[config.mk]
export PLATFORM = sky130hd
export DESIGN_NAME = simon_bs_core
export DESIGN_NICKNAME = d
export VERILOG_FILES = /design/src/rtl/simon_bs_pkg.sv /design/src/rtl/simon_bs_ctrl.sv /design/src/rtl/simon_bs_delay.sv /design/src/rtl/simon_bs_pingpong.sv /design/src/rtl/simon_bs_core.sv
export SDC_FILE = /design/constraint.sdc
export NUM_CORES = 1
export LEC_CHECK = 0
export BUFFER_PORTS_ARGS = -buffer_cell sky130_fd_sc_hd__buf_2
export CORE_UTILIZATION = 49
export CTS_CLUSTER_SIZE = 8
export DETAILED_ROUTE_END_ITERATION = 7
export PLACE_DENSITY = 0.84
export SLEW_MARGIN = 20
export SYNTH_ARGS = -nofsm -noshare
export SYNTH_HDL_FRONTEND = slang
export SYNTH_SLANG_ARGS = --single-unit
[constraint.sdc]
create_clock -name clk -period 1.65 [get_ports clk]
set_input_delay 0.0825 -clock clk [delete_from_list [all_inputs] [get_ports clk]]
set_output_delay 0.0825 -clock clk [all_outputs]
set_load 0.005 [all_outputs]
[src/rtl/simon_bs_pkg.sv]
package simon_bs_pkg;
  // rotation amounts of the nonlinear function (left rotations)
  localparam int unsigned ROT_AND_A = 1;
  localparam int unsigned ROT_AND_B = 8;
  localparam int unsigned ROT_XOR   = 2;

  // In a register that rotates right once per cycle, the bit that sits at
  // position 0 in cycle c is x[c]. Bit x[c-s] then sits at position width-s.
  function automatic int unsigned tap_pos(int unsigned width, int unsigned rot);
    return width - rot;
  endfunction

  // one output bit of the nonlinear function from its three taps
  function automatic logic f_bit(logic a, logic b, logic c);
    return (a & b) ^ c;
  endfunction
endpackage

[src/rtl/simon_bs_ctrl.sv]
module simon_bs_ctrl #(
  parameter int unsigned WORD   = 16,
  parameter int unsigned ROUNDS = 32,
  parameter int unsigned BAL    = 4
) (
  input  logic clk,
  input  logic rst_n,
  input  logic start,
  output logic accept,
  output logic busy,
  output logic rd_ph,
  output logic wr_ph,
  output logic rnd_end,
  output logic done
);
  localparam int unsigned RLEN = WORD + BAL;
  localparam int unsigned CW   = (RLEN > 1) ? $clog2(RLEN) : 1;
  localparam int unsigned RW   = (ROUNDS > 1) ? $clog2(ROUNDS) : 1;
  localparam logic [CW-1:0] CYC_LAST = CW'(RLEN - 1);
  localparam logic [RW-1:0] RND_LAST = RW'(ROUNDS - 1);

  logic [CW-1:0] cyc_q;
  logic [RW-1:0] rnd_q;
  logic          busy_q, done_q;

  assign accept  = start && !busy_q;
  assign busy    = busy_q;
  assign done    = done_q;
  assign rd_ph   = busy_q && (int'(cyc_q) < int'(WORD));
  assign wr_ph   = busy_q && (int'(cyc_q) >= int'(BAL));
  assign rnd_end = busy_q && (cyc_q == CYC_LAST);

  always_ff @(posedge clk or negedge rst_n) begin
    if (!rst_n) begin
      cyc_q  <= '0;
      rnd_q  <= '0;
      busy_q <= 1'b0;
      done_q <= 1'b0;
    end else begin
      done_q <= 1'b0;
      if (accept) begin
        busy_q <= 1'b1;
        cyc_q  <= '0;
        rnd_q  <= '0;
      end else if (busy_q) begin
        if (cyc_q == CYC_LAST) begin
          cyc_q <= '0;
          if (rnd_q == RND_LAST) begin
            busy_q <= 1'b0;
            done_q <= 1'b1;
          end else begin
            rnd_q <= rnd_q + 1'b1;
          end
        end else begin
          cyc_q <= cyc_q + 1'b1;
        end
      end
    end
  end
endmodule

[src/rtl/simon_bs_delay.sv]
module simon_bs_delay #(
  parameter int unsigned W     = 2,
  parameter int unsigned DEPTH = 4
) (
  input  logic         clk,
  input  logic         rst_n,
  input  logic [W-1:0] din,
  output logic [W-1:0] dout
);
  generate
    if (DEPTH == 0) begin : g_bypass
      assign dout = din;
    end else begin : g_pipe
      logic [W-1:0] stage_q [DEPTH];
      always_ff @(posedge clk or negedge rst_n) begin
        if (!rst_n) begin
          for (int i = 0; i < int'(DEPTH); i++) stage_q[i] <= '0;
        end else begin
          stage_q[0] <= din;
          for (int i = 1; i < int'(DEPTH); i++) stage_q[i] <= stage_q[i-1];
        end
      end
      assign dout = stage_q[DEPTH-1];
    end
  endgenerate
endmodule

[src/rtl/simon_bs_pingpong.sv]
module simon_bs_pingpong #(
  parameter int unsigned W = 16
) (
  input  logic         clk,
  input  logic         rst_n,
  input  logic         load,
  input  logic [W-1:0] ld_word,
  input  logic         rot,
  input  logic         wr,
  input  logic         wbit,
  input  logic         swap,
  output logic [W-1:0] rd_word
);
  logic [W-1:0] reg0_q, reg1_q, reg0_d, reg1_d;
  logic         sel_q;

  assign rd_word = sel_q ? reg1_q : reg0_q;

  // the register selected by sel_q is read and rotated; the other is written
  always_comb begin
    reg0_d = reg0_q;
    reg1_d = reg1_q;
    if (rot) begin
      if (!sel_q) reg0_d = {reg0_q[0], reg0_q[W-1:1]};
      else        reg1_d = {reg1_q[0], reg1_q[W-1:1]};
    end
    if (wr) begin
      if (!sel_q) reg1_d = {wbit, reg1_q[W-1:1]};
      else        reg0_d = {wbit, reg0_q[W-1:1]};
    end
  end

  always_ff @(posedge clk or negedge rst_n) begin
    if (!rst_n) begin
      reg0_q <= '0;
      reg1_q <= '0;
      sel_q  <= 1'b0;
    end else if (load) begin
      reg0_q <= ld_word;
      reg1_q <= '0;
      sel_q  <= 1'b0;
    end else begin
      reg0_q <= reg0_d;
      reg1_q <= reg1_d;
      if (swap) sel_q <= ~sel_q;
    end
  end
endmodule

[src/rtl/simon_bs_core.sv]
module simon_bs_core #(
  parameter int unsigned WORD   = 16,
  parameter int unsigned ROUNDS = 32,
  parameter int unsigned BAL    = 4
) (
  input  logic              clk,
  input  logic              rst_n,
  input  logic              start,
  input  logic [2*WORD-1:0] pt,
  input  logic              key_bit,
  output logic              key_rd,
  output logic              busy,
  output logic              done,
  output logic [2*WORD-1:0] ct
);
  import simon_bs_pkg::*;

  localparam int unsigned TAP_A = tap_pos(WORD, ROT_AND_A);
  localparam int unsigned TAP_B = tap_pos(WORD, ROT_AND_B);
  localparam int unsigned TAP_C = tap_pos(WORD, ROT_XOR);

  logic            accept, rd_ph, wr_ph, rnd_end;
  logic [WORD-1:0] left_w, right_q;
  logic            cur_bit, fn_bit, cur_dly, fn_dly, new_bit;

  simon_bs_ctrl #(.WORD(WORD), .ROUNDS(ROUNDS), .BAL(BAL)) u_ctrl (
    .clk(clk), .rst_n(rst_n), .start(start), .accept(accept), .busy(busy),
    .rd_ph(rd_ph), .wr_ph(wr_ph), .rnd_end(rnd_end), .done(done)
  );

  // taps of the current left half
  assign cur_bit = left_w[0];
  assign fn_bit  = f_bit(left_w[TAP_A], left_w[TAP_B], left_w[TAP_C]);

  simon_bs_delay #(.W(2), .DEPTH(BAL)) u_align (
    .clk(clk), .rst_n(rst_n), .din({cur_bit, fn_bit}), .dout({cur_dly, fn_dly})
  );

  assign new_bit = right_q[0] ^ fn_dly ^ key_bit;
  assign key_rd  = wr_ph;

  simon_bs_pingpong #(.W(WORD)) u_left (
    .clk(clk), .rst_n(rst_n), .load(accept), .ld_word(pt[2*WORD-1:WORD]),
    .rot(rd_ph), .wr(wr_ph), .wbit(new_bit), .swap(rnd_end), .rd_word(left_w)
  );

  // right half: the old left half streams in while the old right streams out
  always_ff @(posedge clk or negedge rst_n) begin
    if (!rst_n)      right_q <= '0;
    else if (accept) right_q <= pt[WORD-1:0];
    else if (wr_ph)  right_q <= {cur_dly, right_q[WORD-1:1]};
  end

  assign ct = {left_w, right_q};
endmodule

==> reports/qor.yml, run 1 <==
pin_count_of_the_biggest_net_entering_global_routing: 51
overall_die_width_um: 84.76
synthSimpleGateAreaFrac_pct: 13.39
syn_inst_count: 301
finalSetupViolations: 8
clock_power_share_pct: 13.7
postRouteWirelength_mm: 7.476
synth_area_um2: 3356
drt_pre_antenna_iters: 8
final_cell_count_no_fill: 489
timing.setup.critical_path_class: "reg -> reg"
grt_pass1_wl_mm: 12.70
floorplan.initialDensity_pct: 51.67
clkSinkCount: 69
first_global_vias: 2794
cts.htree.levels: 3
worst-path-max-fanout: 7
period_share_pct: 102.6
max_slew.worst_pin.slew_ps: 375.0
core_area_um2: 6495
leakage_nw: 2.004
clock_latency_ps: 340
fraction_of_synthesized_area_in_multiplexers_pct: 21.59
wl_per_cell_um: 15.29
total_drc_errors_in_the_routed_layout: 5
timing.final.max_slew_violations: 0
nNetsFinal: 447
place.port_buffers: 70
max-vdd-ir-drop_v: 0.001264
class_of_the_most_critical_hold_timing_path: "in -> reg"
detail_route.iter0.violations: 128
fin_crit_period_ps: 1692
startpoint_type: "flop"
post_placement_cell_count: 451
drive_above_1_share_pct: 36.65
maxClockFrequency_ghz: 0.5909
crit_required_ps: 1870
relSlewSlack_pct: 75.00
standard_cell_row_count: 29
multiInputGateArea_um2: 1598
sw_frac_of_total_pct: 37.21
unrepaired_setup_endpoints_after_global_routing: "yes"
cts_inserted_buffers: 9
synth-main-ff-cell: "sky130_fd_sc_hd__dfrtp_1"
globalRouteOverflowTotal: 0
p_sw_w: 0.003156
dieArea_um2: 7183
signal_arrival_time_at_the_worst_endpoint_ps: 1910
power_frac_comb_pct: 49.2
status: "finished with violations"
power_density_nw_per_um2: 1922
synthesized_area_fraction_occupied_by_ao_oa_aoi_and_oai_cells_pct: 7.047
cts.path.max_buffers: 2
antenna_found_initial: 0
dpl.hpwl_mm: 4.758
synth_xor_xnor_area_share_pct: 1.566
seq_area_frac_synth_pct: 51.45
synth_top_family_by_area: "multiplexers"
antenna-diode-count: 0
floorplan.die.height_um: 84.76
flow.area_growth_from_synthesis_pct: 31.51
warnings_synthesis: 0
tot_pwr_w: 0.008480
final.setup.worst_slack_ps: -42.39
sequential_cell_area_um2: 1727
tritoncts: "done"
groute.usage.overall_pct: 22.86
failed_checks: "design-rule violations, negative setup slack"
path_clk_slew_ps: 80
io_pins: 71
route.detailed.vias_per_inst: 5.350
vias: 2616
share_of_total_power_in_sequential_cells_pct: 37.2
internal_power_w: 0.005325
synthAdderAreaFrac_pct: 1.119
worst_clock_skew_ps: 9.577
ant_nets: 0
synth.ff_latch_count: 69
hold_viol_final: 0
proportion_of_synthesized_flip_flops_having_asynchronous_set_or_reset_pct: 100.0
synth_edf_count: 0
mappedNetlistNets: 340
final_weighted_congestion_in_routability_driven_placement: 0.7874
post_synth_num_cell_types: 35
timing.critical_path.to_type: "flop"
ctsRootBufferMaster: "sky130_fd_sc_hd__clkbuf_8"
cap_violations: 0
fillers: 439
postSynthAreaPerCell_um2: 11.15
metal layers:
layer	GRT usage [%]	vias up	routed length, um
met3	4.228	12	256
met2	40.65	59	3885
li1	-	1256	-
met1	27.28	1289	3213
met5	0	-	0
met4	9.553	0	121
logic make-up (layout without fill, tap and decap cells):
family,Yosys count,after routing
buf+inv,23,133
xor+xnor,6,6
flops,69,69
simple gates,86,87
mux,70,70
compound gates,44,44
fa+ha+maj,3,3
placed cells by master (no fill, tap or decap), types with 3 or more instances in the layout:
cell type	count
sky130_fd_sc_hd__nand2_1	39
sky130_fd_sc_hd__clkinv_2	4
sky130_fd_sc_hd__buf_2	70
sky130_fd_sc_hd__nor2_1	24
sky130_fd_sc_hd__o21ai_0	14
sky130_fd_sc_hd__mux2_2	19
sky130_fd_sc_hd__o21ai_1	24
sky130_fd_sc_hd__clkbuf_8	9
sky130_fd_sc_hd__buf_12	7
sky130_fd_sc_hd__inv_1	3
sky130_fd_sc_hd__mux2i_1	47
sky130_fd_sc_hd__dlygate4sd3_1	18
sky130_fd_sc_hd__nand3_4	3
sky130_fd_sc_hd__xnor2_1	6
sky130_fd_sc_hd__buf_4	19
sky130_fd_sc_hd__dfrtp_1	69
area by class of cell:
cell class | count | area share [%]
multi-input combinational | 210 | 36.21
inverter | 3 | 0.2552
clock inverter | 5 | 0.6521
tap | 77 | 2.183
clock buffer | 10 | 2.892
timing repair buffer | 115 | 18.68
sequential | 69 | 39.13
worst max-delay path, stage by stage (launching register included):
cell                      delay (ps)
sky130_fd_sc_hd__dfrtp_1         420
sky130_fd_sc_hd__or4b_4          560
sky130_fd_sc_hd__nand3_4         130
sky130_fd_sc_hd__buf_12          150
sky130_fd_sc_hd__mux2i_4         230
sky130_fd_sc_hd__o21ai_1          80
stage by stage:
stage / hold WS [ps] / utilization (%) / setup slack (ps) / TNS, ps / instance area (um^2)
2_1_floorplan: -213.1 / - / -33.26 / -658.0 / 3362
3_3_place_gp: 1.261 / 60.66 / -14.69 / -14.69 / 3940
3_5_place_dp: 1.298 / 60.66 / -85.35 / -748.2 / 3940
4_1_cts: 2.626 / 67.04 / -8.497 / -8.497 / 4354
5_1_grt: 11.71 / 67.94 / -97.38 / -1289 / 4413
6_report: 13.62 / 67.94 / -42.39 / -125.8 / 4413
final timing paths:
| path | endpoint | cells past startpoint | slack [ps] | from |
|---|---|---|---|---|
| max reg2reg | u_left.reg0_q[3]$_DFF_PN0_ | 5 | -40 | u_ctrl.cyc_q[2]$_DFFE_PN0P_ |
| max | u_left.reg0_q[3]$_DFF_PN0_ | 5 | -40 | u_ctrl.cyc_q[2]$_DFFE_PN0P_ |
| min reg2reg | u_align.dout[1]$_DFF_PN0_ | 0 | 340 | u_align.g_pipe.stage_q[3]$_DFF_PN0_ |
| max in group asynchronous | u_left.sel_q$_DFFE_PN0P_ | 3 | 890 | rst_n |
| min in group asynchronous | u_left.reg1_q[12]$_DFF_PN0_ | 2 | 180 | rst_n |
| min | right_q[11]$_DFFE_PN0P_ | 3 | 10 | pt[11] |
power groups by stage:
stage	clock [W]	sequential, W	combinational (W)
2_1_floorplan	0	0.00296	0.00263
3_3_place_gp	0	0.00307	0.00360
3_5_place_dp	0	0.00312	0.00375
4_1_cts	0.00119	0.00310	0.00397
5_1_grt	0.00125	0.00325	0.00460
6_report	0.00116	0.00315	0.00417
flip-flops by register name, summed over array words and instances (netlist names):
signal and flops:
right_q 16, u_ctrl.done 1, u_ctrl.busy 1, u_left.reg1_q 16
u_align.dout 2, u_ctrl.cyc_q 5, u_left.reg0_q 16, u_ctrl.rnd_q 5
u_left.sel_q 1, u_align.g_pipe.stage_q 6
cells in the mapped netlist, types with 3 or more instances:
cell type	instances	share of area, %
sky130_fd_sc_hd__buf_2	6	0.89
sky130_fd_sc_hd__clkbuf_1	11	1.2
sky130_fd_sc_hd__dfrtp_1	69	51
sky130_fd_sc_hd__ha_1	3	1.1
sky130_fd_sc_hd__inv_1	3	0.34
sky130_fd_sc_hd__mux2_2	19	6.4
sky130_fd_sc_hd__mux2i_1	51	15
sky130_fd_sc_hd__nand2_1	39	4.4
sky130_fd_sc_hd__nor2_1	24	2.7
sky130_fd_sc_hd__nor2b_1	3	0.56
sky130_fd_sc_hd__o21ai_0	14	2.1
sky130_fd_sc_hd__o21ai_1	24	3.6
sky130_fd_sc_hd__xnor2_1	6	1.6
what timing repair did:
item | CTS | global route
setup buffers | 4 | 0
pin swaps | 3 | 3
endpoints found under the hold margin | 67 | 0
setup endpoints to repair | 32 | 37
cloned | 1 | 0
hold buffers | 18 | 0
resized for setup | 7 | 11
Note: power is estimated with default switching activity, not from simulation.
==> run 2: changes to the inputs <==
--- a/config.mk
+++ b/config.mk
@@ -6,10 +6,11 @@
 export NUM_CORES = 1
 export LEC_CHECK = 0
 export BUFFER_PORTS_ARGS = -buffer_cell sky130_fd_sc_hd__buf_2
-export CORE_UTILIZATION = 49
+export CORE_UTILIZATION = 54
 export CTS_CLUSTER_SIZE = 8
 export DETAILED_ROUTE_END_ITERATION = 7
-export PLACE_DENSITY = 0.84
+export MAX_ROUTING_LAYER = met4
+export PLACE_DENSITY = 0.87
 export SLEW_MARGIN = 20
 export SYNTH_ARGS = -nofsm -noshare
 export SYNTH_HDL_FRONTEND = slang
==> constraint.sdc (replaced) <==
create_clock -name clk -period 1.8 [get_ports clk]
set_input_delay 0.09 -clock clk [delete_from_list [all_inputs] [get_ports clk]]
set_output_delay 0.09 -clock clk [all_outputs]
set_load 0.005 [all_outputs]
==> reports/qor.yml, run 2 (synthesis gave the netlist of run 1 again) <==
status: "complete, no violations"  # was finished with violations
max_slew.worst_pin.slew_ps: 378.2  # was 375.0 ps
tot_pwr_w: 0.007451  # was 0.008480 W
core_area_um2: 5956  # was 6495 um^2
detail_route.iter0.violations: 137  # was 128
first_global_vias: 2512  # was 2794
place.port_buffers: 70  # unchanged
wl_per_cell_um: 14.71  # was 15.29 um
finalSetupViolations: 0  # was 8
share_of_total_power_in_sequential_cells_pct: 38.7  # was 37.2%
clkSinkCount: 69  # unchanged
leakage_nw: 1.935  # was 2.004 nW
antenna_found_initial: 0  # unchanged
vias: 2516  # was 2616
pin_count_of_the_biggest_net_entering_global_routing: 42  # was 51
layout.cells.most_common: "sky130_fd_sc_hd__buf_2"  # unchanged
floorplan.die.height_um: 80.83  # was 84.76 um
max-vdd-ir-drop_v: 0.001115  # was 0.001264 V
dpl.hpwl_mm: 4.627  # was 4.758 mm
maxClockFrequency_ghz: 0.5710  # was 0.5909 GHz
p_sw_w: 0.002807  # was 0.003156 W
sw_frac_of_total_pct: 37.67  # was 37.21%
signal_arrival_time_at_the_worst_endpoint_ps: 1990  # was 1910 ps
ctsRootBufferMaster: "sky130_fd_sc_hd__clkbuf_8"  # unchanged
ant_nets: 0  # unchanged
drt_pre_antenna_iters: 6  # was 8
cap_violations: 0  # unchanged
power_density_nw_per_um2: 1743  # was 1922 nW/um^2
class_of_the_most_critical_hold_timing_path: "in -> reg"  # unchanged
dieArea_um2: 6533  # was 7183 um^2
layout_common_cells: "70 x sky130_fd_sc_hd__buf_2, 69 x sky130_fd_sc_hd__dfrtp_1, 51 x sky130_fd_sc_hd__mux2i_1"  # was 70 x sky130_fd_sc_hd__buf_2, 69 x sky130_fd_sc_hd__dfrtp_1, 47 x sky130_fd_sc_hd__mux2i_1
worst_clock_skew_ps: 11.62  # was 9.577 ps
clock_power_share_pct: 15.5  # was 13.7%
power_frac_comb_pct: 45.8  # was 49.2%
timing.setup.critical_path_class: "reg -> reg"  # unchanged
internal_power_w: 0.004644  # was 0.005325 W
path_clk_slew_ps: 80  # about the same
total_drc_errors_in_the_routed_layout: 0  # was 5
groute.usage.overall_pct: 24.79  # was 22.86%
final_weighted_congestion_in_routability_driven_placement: 0.7827  # was 0.7874
floorplan.initialDensity_pct: 56.34  # was 51.67%
largestRegisters: "right_q (16), u_left.reg0_q (16), u_left.reg1_q (16)"  # unchanged
startpoint_type: "flop"  # unchanged
multiInputGateArea_um2: 1529  # was 1598 um^2
cts_inserted_buffers: 9  # unchanged
timing.critical_path.to_type: "flop"  # unchanged
layout.core_utilization_pct: 71.79  # was 67.94%
postRouteWirelength_mm: 7.016  # was 7.476 mm
cts.htree.levels: 3  # unchanged
globalRouteOverflowTotal: 0  # unchanged
cts.path.max_buffers: 2  # unchanged
crit_required_ps: 2040  # was 1870 ps
overall_die_width_um: 80.83  # was 84.76 um
clock_latency_ps: 360  # was 340 ps
period_share_pct: 97.30  # was 102.6%
route.detailed.vias_per_inst: 5.275  # was 5.350
hold_viol_final: 0  # unchanged
worst-path-max-fanout: 9  # was 7
sequential_cell_area_um2: 1727  # unchanged
relSlewSlack_pct: 74.79  # was 75.00%
antenna-diode-count: 0  # unchanged
nNetsFinal: 436  # was 447
flow.area_growth_from_synthesis_pct: 27.40  # was 31.51%
fillers: 444  # was 439
tritoncts: "done"  # unchanged
io_pins: 71  # unchanged
standard_cell_row_count: 28  # was 29
fin_crit_period_ps: 1751  # was 1692 ps
drive_above_1_share_pct: 33.58  # was 36.65%
grt_pass1_wl_mm: 11.51  # was 12.70 mm
timing.final.max_slew_violations: 0  # unchanged
[run 2: critical path: stages (launching register included)]
cell and delay, ps:
sky130_fd_sc_hd__dfrtp_1 460, sky130_fd_sc_hd__or4b_4 580, sky130_fd_sc_hd__nand3_4 130, sky130_fd_sc_hd__buf_12 140
sky130_fd_sc_hd__mux2i_1 240, sky130_fd_sc_hd__o21ai_1 90
[run 2: metal layers]
layer	vias to the layer above	share of wire (%)	wire length (um)	global-route usage, %
met3	10	4.0	282	6.854
li1	1239	-	-	-
met2	60	51	3571	42.18
met5	-	0	0	-
met1	1207	44	3057	28.44
met4	0	1.5	105	7.500
[run 2: final cells by class]
class                   count  area share [%]
clock buffers               9           2.897
clock inverters             7           1.346
inverters                   3          0.2634
multi-input cells         209           35.76
flip-flops and latches     69           40.39
well taps                  75           2.195
repair buffers            105           17.15
[run 2: what timing repair did]
action                                 CTS  global route
hold buffers                            18             0
gates resized for setup                  0             3
buffers inserted                         0             2
endpoints found under the hold margin   68             0
setup endpoints to repair                0            13
[run 2: power groups by stage]
| stage | Clock (W) | Combinational [W] | Sequential [W] |
|---|---|---|---|
| floorplan | 0 | 0.00240 | 0.00271 |
| global placement | 0 | 0.00307 | 0.00283 |
| detailed placement | 0 | 0.00319 | 0.00289 |
| CTS | 0.00119 | 0.00325 | 0.00287 |
| global route | 0.00124 | 0.00378 | 0.00297 |
| finish | 0.00115 | 0.00341 | 0.00288 |
[run 2: path summary, 6_finish.rpt]
path                                                startpoint  cells past startpoint  slack, ps                          to
hold reg to reg            u_align.g_pipe.stage_q[2]$_DFF_PN0_                      0        350   u_align.dout[0]$_DFF_PN0_
setup reg to reg                   u_ctrl.cyc_q[4]$_DFFE_PN0P_                      5         50  u_left.reg0_q[9]$_DFF_PN0_
setup / recovery                   u_ctrl.cyc_q[4]$_DFFE_PN0P_                      5         50  u_left.reg0_q[9]$_DFF_PN0_
max in group asynchronous                                rst_n                      3       1060  u_left.reg1_q[6]$_DFF_PN0_
min in group asynchronous                                rst_n                      2        180  u_left.reg0_q[9]$_DFF_PN0_
hold / removal                                           pt[1]                      3         10      right_q[1]$_DFFE_PN0P_
[run 2: metrics by stage]
step | area, um^2 | instances | setup slack [ps] | hold slack [ps] | setup TNS (ps)
after CTS | 4214 | 475 | 5.055 | 3.131 | 0
final | 4275 | 477 | 48.59 | 10.58 | 0
after detailed placement | 3852 | 441 | 23.72 | 36.30 | 0
after floorplan | 3356 | 301 | 104.9 | -205.6 | 0
after global placement | 3852 | 441 | 90.53 | 26.83 | 0
after global routing | 4275 | 477 | -1.044 | 30.89 | -1.044
==> run 3: changes to the inputs <==
--- a/config.mk
+++ b/config.mk
@@ -6,9 +6,11 @@
 export NUM_CORES = 1
 export LEC_CHECK = 0
 export BUFFER_PORTS_ARGS = -buffer_cell sky130_fd_sc_hd__buf_2
+export CAP_MARGIN = 0
 export CORE_UTILIZATION = 54
 export CTS_CLUSTER_SIZE = 8
 export DETAILED_ROUTE_END_ITERATION = 7
+export HOLD_SLACK_MARGIN = 0.08
 export MAX_ROUTING_LAYER = met4
 export PLACE_DENSITY = 0.87
 export SLEW_MARGIN = 20
==> constraint.sdc (replaced) <==
create_clock -name clk -period 1.8 [get_ports clk]
set_input_delay 0.27 -clock clk [delete_from_list [all_inputs] [get_ports clk]]
set_output_delay 0.27 -clock clk [all_outputs]
set_load 0.005 [all_outputs]
==> reports/qor.yml, run 3 (synthesis gave the netlist of run 1 again) <==
use_met3_pct: 4.157  # was 6.854%
postRouteWirelength_mm: 6.820  # was 7.016 mm
layout_common_cells: "70 x sky130_fd_sc_hd__buf_2, 67 x sky130_fd_sc_hd__dfrtp_1, 51 x sky130_fd_sc_hd__mux2i_1"  # was 70 x sky130_fd_sc_hd__buf_2, 69 x sky130_fd_sc_hd__dfrtp_1, 51 x sky130_fd_sc_hd__mux2i_1
unrepaired_setup_endpoints_after_global_routing: "no"
nNetsFinal: 419  # was 436
core_area_um2: 5956  # unchanged
startpoint_type: "flop"  # unchanged
route.detailed.vias_per_inst: 5.363  # was 5.275
dpl.hpwl_mm: 4.619  # was 4.627 mm
critical-path-top-delay-family: "flip-flops"  # was simple AND/OR/NAND/NOR gates
floorplan.initialDensity_pct: 56.34  # unchanged
cts_inserted_buffers: 9  # unchanged
first_global_vias: 2413  # was 2512
timing.setup.critical_path_class: "reg -> out"  # was reg -> reg
signal_arrival_time_at_the_worst_endpoint_ps: 1500  # was 1990 ps
path_clk_slew_ps: 80  # about the same
total_drc_errors_in_the_routed_layout: 0  # unchanged
relSlewSlack_pct: 75.41  # was 74.79%
hold-worst-slack_ps: 120.4  # was 10.58 ps
floorplan.die.height_um: 80.83  # unchanged
critical_path_buf_inv_count: 2  # was 1
antenna_found_initial: 0  # unchanged
met1_usage_pct: 28.87  # was 28.44%
max-vdd-ir-drop_v: 0.001151  # was 0.001115 V
class_of_the_most_critical_hold_timing_path: "in -> reg"  # unchanged
clock_latency_ps: 350  # was 360 ps
globalRouteOverflowTotal: 0  # unchanged
timing.final.max_slew_violations: 0  # unchanged
max_slew.worst_pin.slew_ps: 368.9  # was 378.2 ps
power_frac_comb_pct: 44.7  # was 45.8%
ant_nets: 0  # unchanged
hold_path_end: "u_left.reg0_q[11]$_DFF_PN0_"  # was right_q[1]$_DFFE_PN0P_
detail_route.iter0.violations: 176  # was 137
worst_path_largest_cell_delay_ps: 470  # was 580 ps
worst_hold_startpoint: "pt[27]"  # was pt[1]
cts.path.max_buffers: 2  # unchanged
power_density_nw_per_um2: 1819  # was 1743 nW/um^2
finalSetupViolations: 0  # unchanged
status: "complete, no violations"  # unchanged
worst_clock_skew_ps: 13.44  # was 11.62 ps
crit_required_ps: 1530  # was 2040 ps
final.setup.tns_ps: 0  # unchanged
place.port_buffers: 70  # unchanged
vias: 2467  # was 2516
cts.htree.levels: 3  # unchanged
period_share_pct: 98.55  # was 97.30%
worst_r2r_path_depth: 6  # was 5
p_sw_w: 0.002741  # was 0.002807 W
crit_chain: "buf_12 > mux2_2 > buf_2"  # was or4b_4 > nand3_4 > buf_12 > mux2i_1 > o21ai_1
cap_violations: 0  # unchanged
grt_pass1_wl_mm: 10.84  # was 11.51 mm
r2r_setup_slack_ps: 80  # was 50 ps
largestRegisters: "right_q (16), u_left.reg0_q (16), u_left.reg1_q (16)"  # unchanged
dieArea_um2: 6533  # unchanged
rr_startpoint: "u_ctrl.rnd_q[0]$_DFFE_PN0P_"  # was u_ctrl.cyc_q[4]$_DFFE_PN0P_
io_pins: 71  # unchanged
groute.usage.overall_pct: 23.14  # was 24.79%
share_of_total_power_in_sequential_cells_pct: 38.7  # about the same
most_heavily_used_metal_layer_in_global_routing: "met2"  # unchanged
antenna-diode-count: 0  # unchanged
standard_cell_row_count: 28  # unchanged
final_weighted_congestion_in_routability_driven_placement: 0.7726  # was 0.7827
hold_viol_final: 0  # unchanged
clkSinkCount: 69  # unchanged
drive_above_1_share_pct: 35.32  # was 33.58%
overall_die_width_um: 80.83  # unchanged
flow.area_growth_from_synthesis_pct: 22.41  # was 27.40%
internal_power_w: 0.004732  # was 0.004644 W
drt_pre_antenna_iters: 4  # was 6
clock_power_share_pct: 16.7  # was 15.5%
hold_depth: 3  # unchanged
sw_frac_of_total_pct: 36.68  # was 37.67%
layout.cells.most_common: "sky130_fd_sc_hd__buf_2"  # unchanged
r2r_end: "u_ctrl.rnd_q[0]$_DFFE_PN0P_"  # was u_left.reg0_q[9]$_DFF_PN0_
fin_crit_period_ps: 1774  # was 1751 ps
globalRouteMet2Util_pct: 36.39  # was 42.18%
tritoncts: "done"  # unchanged
critical-path-slowest-cell: "sky130_fd_sc_hd__dfrtp_2"  # was sky130_fd_sc_hd__or4b_4
leakage_nw: 1.880  # was 1.935 nW
timing.critical_path.to_type: "output pin"  # was flop
pin_count_of_the_biggest_net_entering_global_routing: 70  # was 42
ctsRootBufferMaster: "sky130_fd_sc_hd__clkbuf_8"  # unchanged
wl_per_cell_um: 14.83  # was 14.71 um
worst-path-max-fanout: 15  # was 9
maxClockFrequency_ghz: 0.5637  # was 0.5710 GHz
## run 3: cell types whose count changed in the layout (fill, tap and decap cells not counted), sizes merged
cell         previous run  this run
dlygate4sd3            18         1
inv                     6         3
clkinvlp                3         1
clkbuf                  9        13
nand3                   4         5
buf                    87        85
bufinv                  0         1
clkinv                  1         2
## run 3: repair_timing
action,CTS,global route
pin swaps,0,2
hold buffers,1,0
setup endpoints to repair,15,28
setup buffers,0,2
gates cloned,0,1
gates resized for setup,4,6
hold endpoints to repair,69,0
## run 3: tightest hold or removal path: cells and delay by family
kind,cells,cell delay [ps]
AOI/OAI and AO/OA,1,60
buffers and inverters,1,70
and+or+nand+nor,1,40
## run 3: worst max-delay path by stage
stage,from,end,cells past startpoint
2_1_floorplan,u_ctrl.cyc_q[4]$_DFFE_PN0P_,u_left.reg0_q[10]$_DFF_PN0_,6
3_3_place_gp,u_ctrl.rnd_q[0]$_DFFE_PN0P_,u_ctrl.rnd_q[0]$_DFFE_PN0P_,6
3_5_place_dp,u_ctrl.cyc_q[4]$_DFFE_PN0P_,u_left.reg0_q[9]$_DFF_PN0_,4
4_1_cts,u_ctrl.rnd_q[0]$_DFFE_PN0P_,u_ctrl.rnd_q[0]$_DFFE_PN0P_,6
5_1_grt,u_left.sel_q$_DFFE_PN0P_,ct[30],3
6_report,u_left.sel_q$_DFFE_PN0P_,ct[30],3
## run 3: through the flow
step           setup WS (ps)  instances  instance area [um^2]  utilization, %  total power [W]
4_1_cts               0.9355        457                  4061           68.19         0.007400
3_3_place_gp           90.34        440                  3845           64.56         0.005898
3_5_place_dp           5.256        440                  3845           64.56         0.006106
2_1_floorplan          104.9        301                  3356               -         0.005114
6_report               26.05        460                  4108           68.97         0.007473
5_1_grt                8.123        460                  4108           68.97         0.008007
## run 3: area by class of cell
class / instances / area, um^2
Multi-Input combinational cell: 210 / 1540
Tap cell: 75 / 93.84
Clock inverter: 4 / 47.55
Timing Repair Buffer: 87 / 540.5
Fill cell: 441 / 1848
Sequential cell: 69 / 1729
Inverter: 3 / 11.26
Clock buffer: 12 / 145.1
## run 3: routing by layer
metal / share of wire, % / wire (um)
met5: 0 / 0
met4: 1.7 / 115
met3: 3.5 / 238
met2: 48 / 3300
met1: 46 / 3166
## run 3: power by group through the flow
stage | registers, W | logic [W] | clock network, W
2_1_floorplan | 0.00271 | 0.00240 | 0
3_3_place_gp | 0.00285 | 0.00305 | 0
3_5_place_dp | 0.00290 | 0.00321 | 0
4_1_cts | 0.00289 | 0.00325 | 0.00126
5_1_grt | 0.00298 | 0.00371 | 0.00132
6_report | 0.00289 | 0.00334 | 0.00125
